`config.mk`:
```
export PLATFORM = sky130hd
export DESIGN_NAME = pfx_reorder
export DESIGN_NICKNAME = d
export VERILOG_FILES = /design/src/rtl/pfx_pkg.sv /design/src/rtl/pfx_op_stack.sv /design/src/rtl/pfx_out_slot.sv /design/src/rtl/pfx_reorder.sv
export SDC_FILE = /design/constraint.sdc
export NUM_CORES = 1
export LEC_CHECK = 0
export BUFFER_PORTS_ARGS = -buffer_cell sky130_fd_sc_hd__buf_2
export CORE_MARGIN = 4
export CORE_UTILIZATION = 25
export DETAILED_ROUTE_END_ITERATION = 8
export REMOVE_ABC_BUFFERS = 1
export SETUP_SLACK_MARGIN = 0.3
export SYNTH_ARGS = -nofsm -noshare
export SYNTH_HDL_FRONTEND = slang
export SYNTH_SLANG_ARGS = --single-unit
```
`constraint.sdc`:
```
create_clock -name clk -period 5.3 [get_ports clk]
set_clock_uncertainty 0.1 [all_clocks]
set_input_delay 0.795 -clock clk [delete_from_list [all_inputs] [get_ports clk]]
set_output_delay 0.795 -clock clk [all_outputs]
set_load 0.1 [all_outputs]
```
`src/rtl/pfx_pkg.sv`:
```
package pfx_pkg;

    localparam logic [7:0] CODE_ADD   = 8'h01;
    localparam logic [7:0] CODE_SUB   = 8'h02;
    localparam logic [7:0] CODE_MUL   = 8'h03;
    localparam logic [7:0] CODE_POW   = 8'h04;
    localparam logic [7:0] CODE_OPEN  = 8'h05;
    localparam logic [7:0] CODE_CLOSE = 8'h06;
    localparam logic [7:0] CODE_END   = 8'hFF;

    typedef enum logic [2:0] {
        K_NONE, K_ADD, K_SUB, K_MUL, K_POW, K_OPEN, K_CLOSE, K_END
    } kind_e;

    typedef enum logic [1:0] {
        PH_TAKE, PH_REDUCE, PH_CLOSE, PH_FLUSH
    } phase_e;

    typedef struct packed {
        logic       is_op;
        logic [7:0] value;
    } token_t;

    function automatic kind_e classify(logic [7:0] b);
        case (b)
            CODE_ADD:   return K_ADD;
            CODE_SUB:   return K_SUB;
            CODE_MUL:   return K_MUL;
            CODE_POW:   return K_POW;
            CODE_OPEN:  return K_OPEN;
            CODE_CLOSE: return K_CLOSE;
            CODE_END:   return K_END;
            default:    return K_NONE;
        endcase
    endfunction

    function automatic logic [7:0] encode(kind_e k);
        case (k)
            K_ADD:   return CODE_ADD;
            K_SUB:   return CODE_SUB;
            K_MUL:   return CODE_MUL;
            K_POW:   return CODE_POW;
            K_OPEN:  return CODE_OPEN;
            K_CLOSE: return CODE_CLOSE;
            K_END:   return CODE_END;
            default: return 8'h00;
        endcase
    endfunction

    // Binding strength; zero for anything that is not arithmetic.
    function automatic logic [1:0] rank(kind_e k);
        case (k)
            K_ADD, K_SUB: return 2'd1;
            K_MUL:        return 2'd2;
            K_POW:        return 2'd3;
            default:      return 2'd0;
        endcase
    endfunction

    function automatic logic binds_right(kind_e k);
        return k == K_POW;
    endfunction

    // True when the held operator must leave before the incoming one is stacked.
    function automatic logic yields(kind_e held, kind_e incoming);
        if (rank(held) == 2'd0) return 1'b0;
        if (rank(held) > rank(incoming)) return 1'b1;
        return (rank(held) == rank(incoming)) && !binds_right(incoming);
    endfunction

endpackage

```
`src/rtl/pfx_op_stack.sv`:
```
module pfx_op_stack
    import pfx_pkg::*;
#(
    parameter int DEPTH = 16
) (
    input  logic  clk,
    input  logic  rst,
    input  logic  push,
    input  logic  pop,
    input  kind_e push_kind,
    output kind_e top_kind,
    output logic  empty,
    output logic  full
);
    localparam int CW = $clog2(DEPTH + 1);
    localparam int AW = (DEPTH > 1) ? $clog2(DEPTH) : 1;

    kind_e          slots [DEPTH];
    logic [CW-1:0]  count_q;
    logic [AW-1:0]  top_idx;

    assign empty   = (count_q == '0);
    assign full    = (count_q == CW'(DEPTH));
    assign top_idx = AW'(count_q - CW'(1));
    assign top_kind = empty ? K_NONE : slots[top_idx];

    always_ff @(posedge clk) begin
        if (rst) begin
            count_q <= '0;
        end else if (push && !full) begin
            slots[AW'(count_q)] <= push_kind;
            count_q <= count_q + CW'(1);
        end else if (pop && !empty) begin
            count_q <= count_q - CW'(1);
        end
    end
endmodule

```
`src/rtl/pfx_out_slot.sv`:
```
module pfx_out_slot
    import pfx_pkg::*;
(
    input  logic   clk,
    input  logic   rst,
    input  logic   load,
    input  token_t load_tok,
    input  logic   out_ready,
    output logic   out_valid,
    output token_t out_tok,
    output logic   free
);
    assign free = !out_valid || out_ready;

    always_ff @(posedge clk) begin
        if (rst) begin
            out_valid <= 1'b0;
            out_tok   <= '0;
        end else if (load && free) begin
            out_valid <= 1'b1;
            out_tok   <= load_tok;
        end else if (out_ready) begin
            out_valid <= 1'b0;
        end
    end
endmodule

```
`src/rtl/pfx_reorder.sv`:
```
module pfx_reorder
    import pfx_pkg::*;
#(
    parameter int DEPTH = 16
) (
    input  logic       clk,
    input  logic       rst,
    input  logic       in_valid,
    output logic       in_ready,
    input  logic       in_tag,
    input  logic [7:0] in_data,
    output logic       out_valid,
    input  logic       out_ready,
    output logic       out_tag,
    output logic [7:0] out_data,
    output logic       err_bracket,
    output logic       err_overflow
);
    phase_e ph_q, ph_d;
    kind_e  pend_q, pend_d;
    kind_e  in_kind, stk_top, push_kind;
    logic   stk_empty, stk_full, push, pop;
    logic   emit, out_free, set_brk, set_ovf;
    token_t emit_tok, out_tok;

    assign in_kind = classify(in_data);

    pfx_op_stack #(.DEPTH(DEPTH)) u_stack (
        .clk(clk), .rst(rst), .push(push), .pop(pop), .push_kind(push_kind),
        .top_kind(stk_top), .empty(stk_empty), .full(stk_full)
    );

    pfx_out_slot u_out (
        .clk(clk), .rst(rst), .load(emit), .load_tok(emit_tok),
        .out_ready(out_ready), .out_valid(out_valid), .out_tok(out_tok),
        .free(out_free)
    );

    assign out_tag  = out_tok.is_op;
    assign out_data = out_tok.value;

    always_comb begin
        ph_d      = ph_q;
        pend_d    = pend_q;
        in_ready  = 1'b0;
        push      = 1'b0;
        pop       = 1'b0;
        push_kind = K_NONE;
        emit      = 1'b0;
        emit_tok  = '0;
        set_brk   = 1'b0;
        set_ovf   = 1'b0;
        case (ph_q)
            PH_TAKE: begin
                if (!in_tag) begin
                    in_ready = out_free;
                    if (in_valid && out_free) begin
                        emit     = 1'b1;
                        emit_tok = '{is_op: 1'b0, value: in_data};
                    end
                end else begin
                    in_ready = 1'b1;
                    if (in_valid) begin
                        case (in_kind)
                            K_OPEN: begin
                                if (stk_full) set_ovf = 1'b1;
                                else begin
                                    push      = 1'b1;
                                    push_kind = K_OPEN;
                                end
                            end
                            K_CLOSE: ph_d = PH_CLOSE;
                            K_END:   ph_d = PH_FLUSH;
                            K_ADD, K_SUB, K_MUL, K_POW: begin
                                pend_d = in_kind;
                                ph_d   = PH_REDUCE;
                            end
                            default: ;
                        endcase
                    end
                end
            end
            PH_REDUCE: begin
                if (!stk_empty && yields(stk_top, pend_q)) begin
                    if (out_free) begin
                        emit     = 1'b1;
                        emit_tok = '{is_op: 1'b1, value: encode(stk_top)};
                        pop      = 1'b1;
                    end
                end else begin
                    if (stk_full) set_ovf = 1'b1;
                    else begin
                        push      = 1'b1;
                        push_kind = pend_q;
                    end
                    ph_d = PH_TAKE;
                end
            end
            PH_CLOSE: begin
                if (stk_empty) begin
                    set_brk = 1'b1;
                    ph_d    = PH_TAKE;
                end else if (stk_top == K_OPEN) begin
                    pop  = 1'b1;
                    ph_d = PH_TAKE;
                end else if (out_free) begin
                    emit     = 1'b1;
                    emit_tok = '{is_op: 1'b1, value: encode(stk_top)};
                    pop      = 1'b1;
                end
            end
            PH_FLUSH: begin
                if (stk_empty) begin
                    if (out_free) begin
                        emit     = 1'b1;
                        emit_tok = '{is_op: 1'b1, value: CODE_END};
                        ph_d     = PH_TAKE;
                    end
                end else if (stk_top == K_OPEN) begin
                    pop     = 1'b1;
                    set_brk = 1'b1;
                end else if (out_free) begin
                    emit     = 1'b1;
                    emit_tok = '{is_op: 1'b1, value: encode(stk_top)};
                    pop      = 1'b1;
                end
            end
            default: ph_d = PH_TAKE;
        endcase
    end

    always_ff @(posedge clk) begin
        if (rst) begin
            ph_q         <= PH_TAKE;
            pend_q       <= K_NONE;
            err_bracket  <= 1'b0;
            err_overflow <= 1'b0;
        end else begin
            ph_q   <= ph_d;
            pend_q <= pend_d;
            if (set_brk) err_bracket  <= 1'b1;
            if (set_ovf) err_overflow <= 1'b1;
        end
    end
endmodule

```
Word-level counts from Yosys, hierarchy flattened. Memories as Yosys holds them, arrays and structs flattened. Cells that the tools add are included.

Memory bits (writable): 48. Memories: 1. Flip-flop bits (word level): 22. Output and inout port bits: 13. Input bits: 13.

$lt $le $gt $ge: 1. Mux-type cells: 89. Equal/unequal tests: 37. Reduce and logical (&&, ||, !) cells: 22. Add/subtract/negate cells: 2.

Memory list: u_stack.slots (words 16, bits a word 3, rd ports 1, clocked after memory_dff 0, wr ports 1, RTL line pfx_op_stack.sv:18) `kind_e slots [DEPTH];`.

Operators with widths (count): 2-to-1 mux 9 bit (7); one-hot mux 8 bit (7 select lines) (1); one-hot mux 8 bit (6 select lines) (1); 2-to-1 mux 1 bit (39); 2-to-1 mux 2 bit (18); one-hot mux 9 bit (4 select lines) (1); equality test 3 bit, second input constant (9); equality test 8 x 3 -> 1 bit, second input constant (3); 2-to-1 mux 3 bit (7); one-hot mux 3 bit (7 select lines) (1); equality test 3 x 2 -> 1 bit, second input constant (6); one-hot mux 2 bit (3 select lines) (3); equality test 8 x 2 -> 1 bit, second input constant (2); 2-to-1 mux 8 bit (2); 2-to-1 mux 5 bit (2); equality test 3 x 1 -> 1 bit, second input constant (3); equality test 8 x 1 -> 1 bit, second input constant (1); equality test 8 bit, second input constant (1); != test 2 bit, second input constant (4); one-hot mux 1 bit (2 select lines) (4); one-hot mux 2 bit (4 select lines) (1); AND reduction 7 bit (1); logical AND 1 bit (6); one-hot mux 3 bit (2 select lines) (1); 19 further kinds (27).

Longest topological paths before layout. Gate-level depths: netlist (run 1). An unclocked memory read counts as a cell.

Depth in word-level cells: 31. Depth in mapped cells: 20. Depth with buffers taken out: 17.

By module. A second synthesis (run 1) with hierarchy kept.

Cell total of the unflattened synthesis: 333. Area total of the unflattened synthesis: 3878.7 µm².

Modules (own cells, without submodules): pfx_op_stack (cells an instance 158, times used 1, area each 2468.6 µm², sequential area each 1541.5 µm²); pfx_reorder (cells an instance 130, times used 1, area each 939.7 µm², sequential area each 140.1 µm²); pfx_out_slot (cells an instance 45, times used 1, area each 470.5 µm², sequential area each 200.2 µm²).

Worst setup path before layout (run 1). OpenSTA, ideal clock, no wires.

Path kind: reg-to-reg. Start point: register u_stack.count_q[0]. End point: register u_stack.count_q[2]. Clock period less this slack: 4.633 ns. Arrival: 4.409 ns. Path buffers: 1. Path slack: 0.667 ns. Stages on the path, launching flop included: 18. Data required time: 5.077 ns. Cell sequence: dfxtp_1 > inv_1 > ha_1 > mux2_2 > mux4_2 > nand3b_1 > and2_1 > buf_2 > o21ai_0 > ha_1 > nand2_1 > nor3_1 > nor4b_1 > nand2_1 > o31ai_1 > o31ai_4 > a211oi_2 > mux2_1.

Cells in the longest elaborated chain, start to end: 20. Elaborated cells between the ends (all ways): 50.

RTL lines: from (decl) (RTL line pfx_op_stack.sv:19) `logic [CW-1:0] count_q;`; from (signal assigned) (RTL line pfx_op_stack.sv:32) `count_q <= count_q + CW'(1);`; from (signal assigned) (RTL line pfx_op_stack.sv:34) `count_q <= count_q - CW'(1);`; subtractor 5 x 1 -> 5 bit (RTL line pfx_op_stack.sv:24) `assign top_idx = AW'(count_q - CW'(1));`; memory (16 x 3 bit); 2-to-1 mux 3 bit (RTL line pfx_op_stack.sv:25) `assign top_kind = empty ? K_NONE : slots[top_idx];`; equality test 3 x 2 -> 1 bit / equality test 3 x 1 -> 1 bit (equally long branches) (RTL line pfx_pkg.sv:52) `case (k)`; OR reduction 2 bit (RTL line pfx_pkg.sv:52); one-hot mux 2 bit (3 select lines) (RTL line pfx_pkg.sv:52); 2-to-1 mux 2 bit (RTL line pfx_pkg.sv:67) `if (rank(held) > rank(incoming)) return 1'b1;`; 2-to-1 mux 2 bit (RTL line pfx_reorder.sv:53) `case (ph_q)`; (+4 left out); 2-to-1 mux 1 bit (RTL line pfx_pkg.sv:68) `return (rank(held) == rank(incoming)) && !binds_right(incoming);`; 2-to-1 mux 1 bit (RTL line pfx_pkg.sv:67); 2-to-1 mux 1 bit (RTL line pfx_reorder.sv:53); logical AND 1 bit (RTL line pfx_reorder.sv:84) `if (!stk_empty && yields(stk_top, pend_q)) begin`; 2-to-1 mux 1 bit (RTL line pfx_reorder.sv:84); one-hot mux 1 bit (2 select lines) (RTL line pfx_reorder.sv:53); logical AND 1 bit (on tied branches) (RTL line pfx_op_stack.sv:30, pfx_op_stack.sv:33); 2-to-1 mux 5 bit / nonzero test 2 bit (equally long branches).

Parallel ways exist; a longest one is shown, timed or not. The select of a mux whose other input is x is not followed. A chain may end at the register's enable or synchronous reset.

Worst setup path in the final report (run 1).
Start point: register u_stack.count_q[1]. End point: register ph_q[1].

Cells in the longest elaborated chain, start to end: 18. Elaborated cells between the ends (all ways): 38.

RTL lines: subtractor 5 x 1 -> 5 bit (RTL line pfx_op_stack.sv:24); memory (16 x 3 bit); 2-to-1 mux 3 bit (RTL line pfx_op_stack.sv:25); equality test 3 x 2 -> 1 bit / equality test 3 x 1 -> 1 bit (equally long branches) (RTL line pfx_pkg.sv:52); OR reduction 2 bit (RTL line pfx_pkg.sv:52); one-hot mux 2 bit (3 select lines) (RTL line pfx_pkg.sv:52); 2-to-1 mux 2 bit (RTL line pfx_pkg.sv:67); 2-to-1 mux 2 bit (RTL line pfx_reorder.sv:53); > comparator 2 bit (RTL line pfx_pkg.sv:67); 2-to-1 mux 1 bit (2 in series) (RTL line pfx_pkg.sv:67); 2-to-1 mux 1 bit (RTL line pfx_reorder.sv:53); 2-to-1 mux 1 bit (RTL line pfx_pkg.sv:68); 2-to-1 mux 1 bit (RTL line pfx_pkg.sv:67); 2-to-1 mux 1 bit (RTL line pfx_reorder.sv:53); logical AND 1 bit (RTL line pfx_reorder.sv:84); != test 2 bit (no source line); AND reduction 7 bit (no source line); to (signal assigned) (RTL line pfx_reorder.sv:139) `ph_q <= ph_d;`; to (decl) (RTL line pfx_reorder.sv:19) `phase_e ph_q, ph_d;`.

Parallel ways exist; a longest one is shown, timed or not. The select of a mux whose other input is x is not followed.

==> impl_metrics.json, run 1 <==
{
  "cp.buffers_inverters": 2,
  "fp.dieW_um": 134,
  "cp_slowest_cell": "mux4_2",
  "synth_area_leader_cell": "edfxtp_1",
  "dp_hpwl_um": 6840,
  "drtIter0Drc": 308,
  "die_h_um": 134,
  "grtUsageTotal_pct": 10.9,
  "grt_util_met3_pct": 2.63,
  "clkSlewWorstSetupHoldPaths_ps": 60,
  "clkLatencyLatePin_ps": 340,
  "final_area_um2": 4770,
  "synth_cell_types": 63,
  "busiest_layer": "met2",
  "required_ps": 5470,
  "areaGrowthSynthToFinish_pct": 19.3,
  "wire_per_inst_um": 16.3,
  "dp_cells": 579,
  "gp_routability_congestion": 0.924,
  "vias": 2931,
  "yosysSeqAreaShare_pct": 47.1,
  "postSynthAreaPerCell_um2": 11.2,
  "ys.warnings.count": 0,
  "core_area_um2": 15400,
  "status": "completed",
  "nNetsFinal": 401,
  "finalNonFillerCells": 597,
  "htreeDepth": 3,
  "diodes": 0,
  "grt-ovfl-total": 0,
  "synth_area_leaders": "edfxtp_1 36%, dfxtp_1 11%, mux4_2 6.2%",
  "use_met1_pct": 14.5,
  "slew_headroom_pct": 13.6,
  "synth_seq_cells": 70,
  "fin_total_pwr_mw": 1.43,
  "vdd_ir_drop_max_mv": 0.148,
  "rsz0062_at_grt": "no",
  "ctsHoldBuffers": 0,
  "max_stage_delay_ps": 530,
  "fin_tns_setup_ps": 0,
  "finalHoldViolations": 0,
  "io_pins": 26,
  "yosys.area.top_type_share_pct": 36.1,
  "grt_pass1_wl_um": 15500,
  "fin_crit_sh_pct": 90.4,
  "arrival_ps": 4960,
  "grt_max_degree": 22,
  "fill_cells": 1605,
  "p_leak_nw": 1.68,
  "utilization_pct": 30.9,
  "root_buffer": "clkbuf_16",
  "synth_edf_count": 48,
  "grt_pass1_vias": 2855,
  "setup_viol": 0,
  "maxCapViolCount": 0,
  "hold_path.class": "register to register",
  "synthesis.instances": 356,
  "drive_gt1_share_pct": 24.9,
  "cp-start-kind": "register",
  "finalMaxSlewViolations": 0,
  "layout_commonest_cell": "edfxtp_1",
  "min_period_ps": 4790,
  "critPathCaptureType": "register",
  "clock_path_buffers": 2,
  "worst-setup-path-type": "register to register",
  "cellPowerDensity_nw_per_um2": 300,
  "place_area_um2": 4340,
  "postRouteAntennaNets": 0,
  "port_buffers": 25,
  "cts_sinks": 70,
  "via_per_inst": 4.91,
  "num_rows": 45,
  "worst_pin_slew_ps": 1290,
  "cp_cell_sequence": "inv_1 > ha_2 > mux2_2 > mux4_2 > mux2_2 > nor3b_1 > o21ai_0 > ha_1 > nand2b_1 > a21oi_2 > nor4b_2 > buf_4 > a21oi_1 > a211o_1 > o311ai_1 > or4_1 > a21oi_1",
  "firstDrtPassIters": 5,
  "start_util_pct": 25.9,
  "final_cell_mix": "48 x edfxtp_1, 25 x buf_2, 22 x nor2_1, 22 x dfxtp_1, 21 x a21oi_1",
  "drcViolationCount": 0,
  "critPathMaxFanout": 6,
  "use_met2_pct": 16.9,
  "synth_ff_type": "edfxtp_1",
  "async_reset_ff_share_pct": 0,
  "tritoncts": "done",
  "synth.cell_area_um2": 4000,
  "antenna_found_initial": 0,
  "cts_buffers": 9,
  "wl_um": 9730,
  "die-area_um2": 18100,
  "cpLargestDelayFamily": "multiplexers",
  "fmax_ghz": 0.209
}
## layer usage
| metal | vias up | wire length (um) |
|---|---|---|
| met2 | 94 | 4630 |
| met1 | 1399 | 4370 |
| met4 | 0 | 260 |
| met5 | - | 0 |
| li1 | 1413 | - |
| met3 | 25 | 466 |
## registers in the layout, summed over array words and instances (netlist names)
name             cells
u_stack.slots       48
u_out.out_tok        9
u_stack.count_q      5
pend_q               3
ph_q                 2
err_bracket          1
err_overflow         1
u_out.out_valid      1
## cell type report
cell class,instances,area (um2),area share (%)
Multi-Input combinational cell,250,2020,42.4
Sequential cell,70,1880,39.5
Tap cell,211,264,5.54
Clock buffer,9,225,4.73
Timing Repair Buffer,35,213,4.46
Clock inverter,7,105,2.21
Inverter,15,56.3,1.18
## power breakdown
group	internal, mW	switching, mW	leakage, nW
Combinational	0.0470	0.119	0.945
Clock	0.419	0.246	0.159
Sequential	0.585	0.0109	0.577
## worst reg2reg max path, cell delays in order (launching register included)
cell and delay (ps):
dfxtp_1 400, inv_1 120, ha_2 410, mux2_2 350
mux4_2 530, mux2_2 340, nor3b_1 150, o21ai_0 190
ha_1 270, nand2b_1 160, a21oi_2 250, nor4b_2 100
buf_4 160, a21oi_1 110, a211o_1 220, o311ai_1 210
or4_1 520, a21oi_1 140
## path summary, 6_finish.rpt
| path | start | endpoint | slack (ps) | depth (start not counted) |
|---|---|---|---|---|
| max | u_stack.count_q[1]$_SDFFE_PP0P_ | ph_q[1]$_SDFFE_PP0P_ | 510 | 17 |
| min | u_out.out_tok[8]$_SDFFE_PP0P_ | u_out.out_tok[8]$_SDFFE_PP0P_ | 350 | 2 |
| max reg2reg | u_stack.count_q[1]$_SDFFE_PP0P_ | ph_q[1]$_SDFFE_PP0P_ | 510 | 17 |
| min reg2reg | u_out.out_tok[8]$_SDFFE_PP0P_ | u_out.out_tok[8]$_SDFFE_PP0P_ | 350 | 2 |
## Yosys cell counts (10+ instances only)
library cell	number
nor3_1	11
a21oi_1	22
edfxtp_1	48
mux2i_1	17
mux2_2	10
mux4_2	11
dfxtp_1	22
inv_1	13
and3_1	13
clkbuf_1	14
nand2_1	19
o21ai_0	15
nor2_1	23
## per-stage QoR
| step | setup WS (ps) | hold WS [ps] |
|---|---|---|
| after floorplan | -236 | 383 |
| after global placement | 199 | 340 |
| after detailed placement | 159 | 345 |
| after CTS | 352 | 354 |
| after global routing | 259 | 371 |
| final | 507 | 351 |
## cell families (layout without fill, tap and decap cells)
logic type,Yosys count,in the layout,synth area share (%)
AO/OA/AOI/OAI,78,78,14.2
AND/OR/NAND/NOR,115,115,15.8
flip-flops,70,70,47.1
XOR/XNOR,9,9,2.44
multiplexers,41,41,14.1
adder cells (fa/ha/maj),7,7,2.19
buffers and inverters,36,66,4.13
## repair_timing
item                       4_1_cts  5_1_grt
cloned                           0        0
setup buffers                    0        2
pin swaps                        0        1
setup endpoints to repair       22       80
resized for setup                2       11
(Power assumes the default switching activity.)
==> inputs of run 2 (changes only) <==
- CORE_ASPECT_RATIO: not set -> 1.1
==> run 2 against run 1 <==
Critical path depth is the same. Via count grew 0.41%. Register-to-register slack worse by 80 ps. Hold slack better by 10 ps. Cell area shrank 0.71%. Non-clock buffer count did not move. Die area barely moved. Core utilization is 0.70 points lower. Critical endpoint is now u_stack.count_q[4]$_SDFFE_PP0P_. Power shrank 6.4%. Maximum frequency down 1.6%.
==> impl_metrics.json, run 2 (synthesis gave the netlist of run 1 again) <==
{
  "status": "completed",
  "nNetsFinal": 402,
  "areaGrowthSynthToFinish_pct": 18.4,
  "slew_headroom_pct": 42.6,
  "min_period_ps": 4870,
  "root_buffer": "clkbuf_16",
  "port_buffers": 25,
  "ctsHoldBuffers": 0,
  "hold_path.class": "register to register",
  "grt-ovfl-total": 0,
  "clkPwrFrac_pct": 42.9,
  "grtUsageTotal_pct": 10.7,
  "max_stage_delay_ps": 530,
  "setup_viol": 0,
  "postRouteAntennaNets": 0,
  "rsz0062_at_grt": "no",
  "clkSlewWorstSetupHoldPaths_ps": 60,
  "vdd_ir_drop_max_mv": 0.155,
  "pwr-share-comb_pct": 12.4,
  "htreeDepth": 3,
  "wire_per_inst_um": 16.4,
  "grt_max_degree": 20,
  "via_per_inst": 5.01,
  "p_leak_nw": 1.66,
  "io_pins": 26,
  "maxCapViolCount": 0,
  "cts_sinks": 70,
  "endpoint": "u_stack.count_q[4]$_SDFFE_PP0P_",
  "layout_commonest_cell": "edfxtp_1",
  "gp_routability_congestion": 0.929,
  "r2r-end": "u_stack.count_q[4]$_SDFFE_PP0P_",
  "p_switching_uw": 376,
  "rrSetupSlack_ps": 430,
  "drive_gt1_share_pct": 25.3,
  "swShare_pct": 28.2,
  "largest_reg_flops": 48,
  "fin_total_pwr_mw": 1.34,
  "die-area_um2": 18100,
  "fill_cells": 1570,
  "core_area_um2": 15700,
  "fmax_ghz": 0.205,
  "cts_buffers": 9,
  "hold_ws_ps": 361,
  "cellPowerDensity_nw_per_um2": 282,
  "arrival_ps": 4990,
  "clock_path_buffers": 2,
  "highest-signal-layer": "met4",
  "worst-setup-path-type": "register to register",
  "start_util_pct": 25.5,
  "worst_pin_slew_ps": 858,
  "final_cell_mix": "48 x edfxtp_1, 25 x buf_2, 22 x nor2_1, 22 x dfxtp_1, 21 x a21oi_1",
  "drcViolationCount": 0,
  "required_ps": 5420,
  "drt-met1-wl_um": 4380,
  "dp_hpwl_um": 6830,
  "cp_cell_sequence": "inv_1 > ha_4 > mux2_2 > mux4_2 > mux2_2 > nor3b_1 > o21ai_0 > ha_1 > nand2b_1 > a21oi_4 > a211oi_2 > o211ai_1 > mux2i_1 > or2_1 > buf_4 > o22ai_1 > mux2_1",
  "wl_um": 9640,
  "diodes": 0,
  "met2_length_um": 4500,
  "internal_power_uw": 960,
  "worst-r2r-cell-count": 17,
  "pwr-share-seq_pct": 44.7,
  "cp_slowest_cell": "mux4_2",
  "wl_met3_um": 541,
  "fin_crit_sh_pct": 91.9,
  "worst_r2r_startpoint": "u_stack.count_q[1]$_SDFFE_PP0P_",
  "cp.buffers_inverters": 2,
  "num_rows": 48,
  "finalMaxSlewViolations": 0,
  "reg_top3": "u_stack.slots (48), u_out.out_tok (9), u_stack.count_q (5)",
  "grt_pass1_vias": 2766,
  "fp.dieW_um": 129,
  "cpLargestDelayFamily": "multiplexers",
  "vias": 2943,
  "clkLatencyLatePin_ps": 340,
  "regMostFlops": "u_stack.slots",
  "critPathMaxFanout": 10,
  "firstDrtPassIters": 4,
  "cp-start-kind": "register",
  "drtIter0Drc": 219,
  "grt_pass1_wl_um": 15200,
  "cp-startpoint": "u_stack.count_q[1]$_SDFFE_PP0P_",
  "finalHoldViolations": 0,
  "die_h_um": 141,
  "utilization_pct": 30.2,
  "cpMostUsedCell": "mux2_2",
  "crit_cells": 17,
  "tritoncts": "done",
  "antenna_found_initial": 0,
  "critPathCaptureType": "register"
}
## run 2: stage by stage
step	setup WS (ps)	area, um2	setup TNS, ps	cells
2_1_floorplan	-236	3890	-7000	335
3_3_place_gp	273	4340	0	570
3_5_place_dp	159	4340	0	570
4_1_cts	353	4660	0	586
5_1_grt	274	4730	0	587
6_report	431	4730	0	587
## run 2: tightest hold or removal path: stages, from the launching register on
cell and delay [ps]:
dfxtp_1 310, nand2_1 60, a21oi_1 50
## run 2: how the worst min path moves through the flow
stage,startpoint,endpoint,slack [ps],cells past startpoint
6_report,u_out.out_tok[8]$_SDFFE_PP0P_,u_out.out_tok[8]$_SDFFE_PP0P_,360,2
5_1_grt,u_out.out_tok[8]$_SDFFE_PP0P_,u_out.out_tok[8]$_SDFFE_PP0P_,380,2
4_1_cts,u_out.out_tok[8]$_SDFFE_PP0P_,u_out.out_tok[8]$_SDFFE_PP0P_,360,2
3_5_place_dp,u_out.out_tok[8]$_SDFFE_PP0P_,u_out.out_tok[8]$_SDFFE_PP0P_,350,2
3_3_place_gp,u_out.out_tok[8]$_SDFFE_PP0P_,u_out.out_tok[8]$_SDFFE_PP0P_,340,2
2_1_floorplan,pend_q[0]$_SDFFE_PP0P_,pend_q[0]$_SDFFE_PP0P_,380,2
## run 2: power by group through the flow
stage               sequential, mW  clock, mW  combinational (mW)
global placement             0.607          0               0.158
global route                 0.598      0.615               0.176
detailed placement           0.608          0               0.160
CTS                          0.596      0.588               0.162
floorplan                    0.654          0              0.0745
finish                       0.597      0.573               0.166
## run 2: area by class of cell
class	instances	area, um2	share of cell area (%)
timing repair buffer	35	200	4.23
clock buffer	9	225	4.76
tap	200	250	5.29
multi-input combinational	251	2060	43.4
inverter	15	56.3	1.19
clock inverter	7	62.6	1.32
sequential	70	1880	39.8
## run 2: timing repair
action	4_1_cts	5_1_grt
gates resized for setup	6	10
gates cloned	0	1
pin swaps	0	1
setup endpoints to repair	75	63
setup buffers	0	0
## run 2: per-layer routing
| metal | GRT usage (%) | up-vias |
|---|---|---|
| met5 | 0 | - |
| met4 | 3.98 | 0 |
| met3 | 2.96 | 19 |
| met2 | 16.6 | 87 |
| met1 | 14.2 | 1425 |
| li1 | - | 1412 |
